### src/rtl/cfg_portdec.sv
module cfg_portdec #(
  parameter int             IO_AW     = 16,
  parameter logic [15:0]    ADDR_PORT = 16'hCF8,
  parameter logic [15:0]    DATA_PORT = 16'hCFC
) (
  input  logic             clk,
  input  logic             rst_n,
  input  logic             io_valid,
  input  logic             io_write,
  input  logic [IO_AW-1:0] io_addr,
  input  logic [1:0]       io_size,
  input  logic [31:0]      io_wdata,
  output logic             io_rvalid,
  output logic [31:0]      io_rdata,
  output logic             cfg_req,
  output logic             cfg_we,
  output logic [7:0]       cfg_bus,
  output logic [7:0]       cfg_devfn,
  output logic [7:0]       cfg_offset,
  output logic [3:0]       cfg_be,
  output logic [31:0]      cfg_wdata,
  input  logic             cfg_present,
  input  logic [31:0]      cfg_rdata
);

  logic [31:0] addr_q;
  logic [1:0]  lane;
  logic        at_addr, at_data, size_ok;
  logic        addr_acc, data_acc;
  logic [31:0] wmask;
  logic [3:0]  be_base;
  logic [4:0]  shamt;
  logic [31:0] rd_val;

  assign lane    = io_addr[1:0];
  assign shamt   = {lane, 3'b000};
  assign at_addr = (io_addr[IO_AW-1:2] == ADDR_PORT[IO_AW-1:2]);
  assign at_data = (io_addr[IO_AW-1:2] == DATA_PORT[IO_AW-1:2]);

  always_comb begin
    case (io_size)
      2'd0:    begin size_ok = 1'b1;          wmask = 32'h0000_00FF; be_base = 4'b0001; end
      2'd1:    begin size_ok = (lane != 2'd3); wmask = 32'h0000_FFFF; be_base = 4'b0011; end
      2'd2:    begin size_ok = (lane == 2'd0); wmask = 32'hFFFF_FFFF; be_base = 4'b1111; end
      default: begin size_ok = 1'b0;          wmask = 32'h0000_0000; be_base = 4'b0000; end
    endcase
  end

  assign addr_acc = io_valid && at_addr && (io_size == 2'd2) && (lane == 2'd0);
  assign data_acc = io_valid && at_data && size_ok;

  assign cfg_bus    = addr_q[23:16];
  assign cfg_devfn  = addr_q[15:8];
  assign cfg_offset = {addr_q[7:2], lane};
  assign cfg_req    = data_acc && addr_q[31] && cfg_present;
  assign cfg_we     = io_write;
  assign cfg_be     = be_base << lane;
  assign cfg_wdata  = (io_wdata & wmask) << shamt;

  always_comb begin
    if (addr_acc)     rd_val = addr_q;
    else if (cfg_req) rd_val = (cfg_rdata >> shamt) & wmask;
    else              rd_val = wmask;
  end

  always_ff @(posedge clk) begin
    if (!rst_n) begin
      addr_q    <= '0;
      io_rvalid <= 1'b0;
      io_rdata  <= '0;
    end else begin
      if (addr_acc && io_write) addr_q <= io_wdata;
      io_rvalid <= (addr_acc || data_acc) && !io_write;
      if ((addr_acc || data_acc) && !io_write) io_rdata <= rd_val;
    end
  end

endmodule

### config.mk
export PLATFORM = sky130hd
export DESIGN_NAME = cfg_portdec
export DESIGN_NICKNAME = d
export VERILOG_FILES = /design/src/rtl/cfg_portdec.sv
export SDC_FILE = /design/constraint.sdc
export NUM_CORES = 1
export LEC_CHECK = 0
export ABC_CLOCK_PERIOD_IN_PS = 3500
export CAP_MARGIN = 15
export CORE_MARGIN = 10
export CORE_UTILIZATION = 46
export DETAILED_ROUTE_END_ITERATION = 6
export GPL_TIMING_DRIVEN = 0
export HOLD_SLACK_MARGIN = 0.08
export PLACE_DENSITY = 0.95
export SLEW_MARGIN = 10
export SYNTH_ARGS = -nofsm -noshare
export SYNTH_HDL_FRONTEND = slang
export SYNTH_SLANG_ARGS = --single-unit
export TNS_END_PERCENT = 30
### constraint.sdc
create_clock -name clk -period 3.5 [get_ports clk]
set_input_delay 0.875 -clock clk [delete_from_list [all_inputs] [get_ports clk]]
set_output_delay 0.875 -clock clk [all_outputs]
set_load 0.03 [all_outputs]
### Yosys cells after proc, flatten, opt, wreduce, memory -nomap -nowiden

Index checks and enable logic that the tools add are counted.

* reduce and logical (&&, ||, !) cells: 13
* shift-type cells: 3
* mux-type cells: 5
* bitwise logic cells: 2
* equality and inequality tests: 5

Operators by type and width (number)
* 32-bit one-hot mux with 3 select lines: 1
* 32-bit AND: 2
* 32-bit two-way mux: 2
* 32-bit by 5-bit << shifter with 32-bit output: 1
* 32-bit by 5-bit >> shifter with 32-bit output: 1
* 14-bit by 10-bit equality test with 1-bit output, second input constant: 2
* 4-bit one-hot mux with 3 select lines: 1
* 1-bit logical AND: 9
* 2-bit zero test: 2
* 4-bit by 2-bit << shifter with 4-bit output: 1
* 1-bit one-hot mux with 3 select lines: 1
* 2-bit by 1-bit equality test with 1-bit output, second input constant: 1
* 2-bit equality test, second input constant: 1
* 2-bit != test, second input constant: 1
* 1-bit zero test: 1
* 1-bit logical OR: 1

* output and inout port bits: 95
* logic and storage cells: 31
* bits in registers: 65
* input port bits: 87

### Depth between registers and ports, before layout

* depth after elaboration: 7
* mapped depth: 10
* mapped depth without buffers: 7

### Worst setup path before layout

OpenSTA, ideal clock, no wires.

* path kind: input -> output
* start: input port io_addr[0]
* end: output port cfg_wdata[0]
* arrival time: 2728 ps
* buffers on the path: 3
* stages on the path: 5
* data required time: 2625 ps
* slack: -103 ps
* cells stage by stage: buf_2 buf_2 buf_2 nor3_1 and2_1

* word-level cells in the longest chain between the ends: 1

RTL lines
* start: declaration: line 10 `input logic [IO_AW-1:0] io_addr,`
* 32-bit by 5-bit << shifter with 32-bit output: line 58 `assign cfg_wdata = (io_wdata & wmask) << shamt;`
* end: declaration: line 21 `output logic [31:0] cfg_wdata,`

No other way between the ends.

### Worst setup path in the final report

* start: input port io_addr[0]
* end: output port cfg_wdata[26]

Same word-level chain as after synthesis.

==> reports/results.tsv <==
metric	value	unit
status	finished clean	
Initial Utilization	0.471	
Yosys reg bits	65	
first-pass GRT wire length	27500	um
Worst path slowest cell	dlygate4sd2_1	
io pins	182	
Die Ht	114	um
grt met3 use	0.0734	
Critical Path Sink Type	output pin	
busiest grt layer	met2	
# diodes	0	
Root Buffer	clkbuf_8	
crit path buf inv count	6	
Congestion Overflow GR	0	
Reg2Reg Depth	6	
total CTS buffers	9	
RSZ-0062 raised after global routing	yes	
cell count after synthesis	559	
Netlist cell types	42	
asr flop ratio synth	0	
Clk Latency, worst-skew pair	0.35	ns
CTS tree	done	
vias in the first global route	4969	
Syn. warnings	0	
Mapped Nets	650	
Seq/Total Area, Yosys	0.319	
synth top area cells	dfxtp_1 32%, a21oi_1 11%, nand2_1 9.2%	
Critical Path Stages	10	
Cell Area, Synth	4080	um^2
fillers	690	
RR Startpoint	addr_q[31]	
layout cells sized above 1	0.150	
pin count of the biggest net entering global routing	20	
fmax	292	MHz
top-area cell type share of the netlist area	0.319	
Die X-Extent	114	um
cell area power density	295	nW/um^2
Max Buffers Root-to-Sink	2	
r2r endpoint	io_rdata[3]	
Hold Path Class	reg2reg	
vias	5041	
Placed Area	6040	um^2
Sink Count	65	
Port-buffer cells	181	
DRC	0	
dominant cell type by area after synthesis	dfxtp_1	
cts hold-fix bufs	0	
LEAKAGE	0.00256	uW
Finish-stage setup viols	0	
Worst Tran Pin Value	1.03	ns
CP Max Fanout	10	
initial antenna violation count	0	
routed wire length	18100	um
max_cap viols	0	
Via density	5.84	
Top FF cell, synth	dfxtp_1	
Worst Setup Start Kind	input port	
Fin. Hold Viols	0	
Placer Congestion	0.995	
Multi-input gate area	2380	um^2
Clock transition at path regs	0.07	ns
Final period util	0.978	
M2 GR Usage	0.435	
worst hold slack	0.464	ns
cells along the critical path	dlygate4sd2_1, buf_6, buf_6, buf_6, buf_6, nand3_1, nand2_1, nand2_1, o21ai_0, buf_2	
slowest stage delay, CP	0.32	ns
crit path DAT	2.55	ns
Slew Limit Headroom	0.310	
R2R setup slack	1.59	ns
dpl hpwl	14600	um
final net count	841	
H-Tree Depth	3	
GRT Overall Usage	0.267	
list of most frequent post-synthesis cells	100 x nand2_1, 92 x a21oi_1, 73 x o21ai_0	
Place WS	-1.17	ns
core area	8680	um^2
Post-synth EDFFs	0	
final worst path period need	3.42	ns
Final WS setup	0.0759	ns
drt wl/cell	21.0	um
Max Slew Vio Count	0	
Initial DRT Pass Iterations	6	
post-route cell area	6260	um^2
Row Count	34	
Worst path most repeated cell	buf_6	
Syn Area/Cell	7.31	um^2
Worst Setup EP	cfg_wdata[26]	
maximum VDD drop	152	uV
Worst setup startpoint	io_addr[0]	
worst clock skew	0.00838	ns
Critical Setup Path Class	in2out	
cell with the most instances after synthesis	nand2_1	
drt initial violations	482	
M1 GR Usage	0.331	
sequential cell area	1300	um^2
Antenna Nets Post-Route	0	
Area Overhead vs Synth	53.2	%
cell family with most CP delay	buffers and inverters	
die area	13000	um^2
setup tns final	0	ns
CP required	2.62	ns
worst min-delay path by stage:
| stage | startpoint | endpoint | slack (ns) | depth (start not counted) |
|---|---|---|---|---|
| after global placement | addr_q[0] | addr_q[0] | 0.45 | 2 |
| final | addr_q[0] | addr_q[0] | 0.46 | 2 |
| after global routing | addr_q[0] | addr_q[0] | 0.48 | 2 |
| after detailed placement | addr_q[0] | addr_q[0] | 0.45 | 2 |
| after CTS | addr_q[0] | addr_q[0] | 0.46 | 2 |
| after floorplan | addr_q[24] | addr_q[24] | 0.44 | 2 |
placed cells by master, fill, tap and decap left out, types with 12 or more instances in the layout:
master             n
clkbuf_1          14
o21ai_0           68
and2_1            15
mux2i_1           25
nor2_1            12
buf_2             22
nand2_1          100
clkdlybuf4s50_1  140
buf_4             36
inv_1             12
nor2b_1           17
clkbuf_8          13
dfxtp_1           65
a21oi_1           92
per-stage QoR:
stage	power (uW)	cells	utilization
3_5_place_dp	1180	848	0.696
3_3_place_gp	1180	848	0.696
6_report	1850	863	0.721
5_1_grt	1910	863	0.721
4_1_cts	1840	863	0.719
2_1_floorplan	951	559	-
final cells by class:
class                   count  share of cell area
plain buffers              65              0.0744
flip-flops and latches     65               0.208
inverters                  13             0.00800
clock buffers              11              0.0242
repair buffers            182               0.274
clock inverters             5             0.00960
multi-input cells         414               0.380
well taps                 108              0.0216
power by group:
part	total (uW)	internal [uW]	switching, uW	leakage, uW
Clock	684	372	312	0.000106
Combinational	426	184	241	0.00193
Sequential	739	739	0.00247	0.000523
Total	1850	1290	553	0.00256
registers in the layout, indices dropped and copies added, names as in the netlist:
name	flops
addr_q	32
io_rdata	32
io_rvalid	1
what timing repair did:
item	4_1_cts	5_1_grt
endpoints found under the setup margin	37	32
buffers inserted	1	0
resized for setup	188	14
pin swaps	4	1
routing by layer:
metal | share of wire | vias up
li1 | - | 2328
met1 | 0.41 | 2377
met2 | 0.47 | 309
met3 | 0.10 | 27
met4 | 0.018 | 0
met5 | 0 | -
cells by family (layout without fill, tap and decap cells):
kind of cell | count (synthesis) | after routing | share of synthesized area
adder cells (fa/ha/maj) | 4 | 4 | 0.0123
buffers and inverters | 80 | 276 | 0.114
multiplexers | 25 | 25 | 0.0613
flip-flops | 65 | 65 | 0.319
AND/OR/NAND/NOR | 178 | 178 | 0.213
AO/OA/AOI/OAI | 207 | 207 | 0.281
worst register-to-register path, stage by stage (launching register included):
cell and delay [ns]:
dfxtp_1 0.38, and4b_1 0.25, nor3b_1 0.20, nand3_1 0.26, clkbuf_1 0.32, o21ai_0 0.30, a21oi_1 0.10
(Power assumes the default switching activity.)
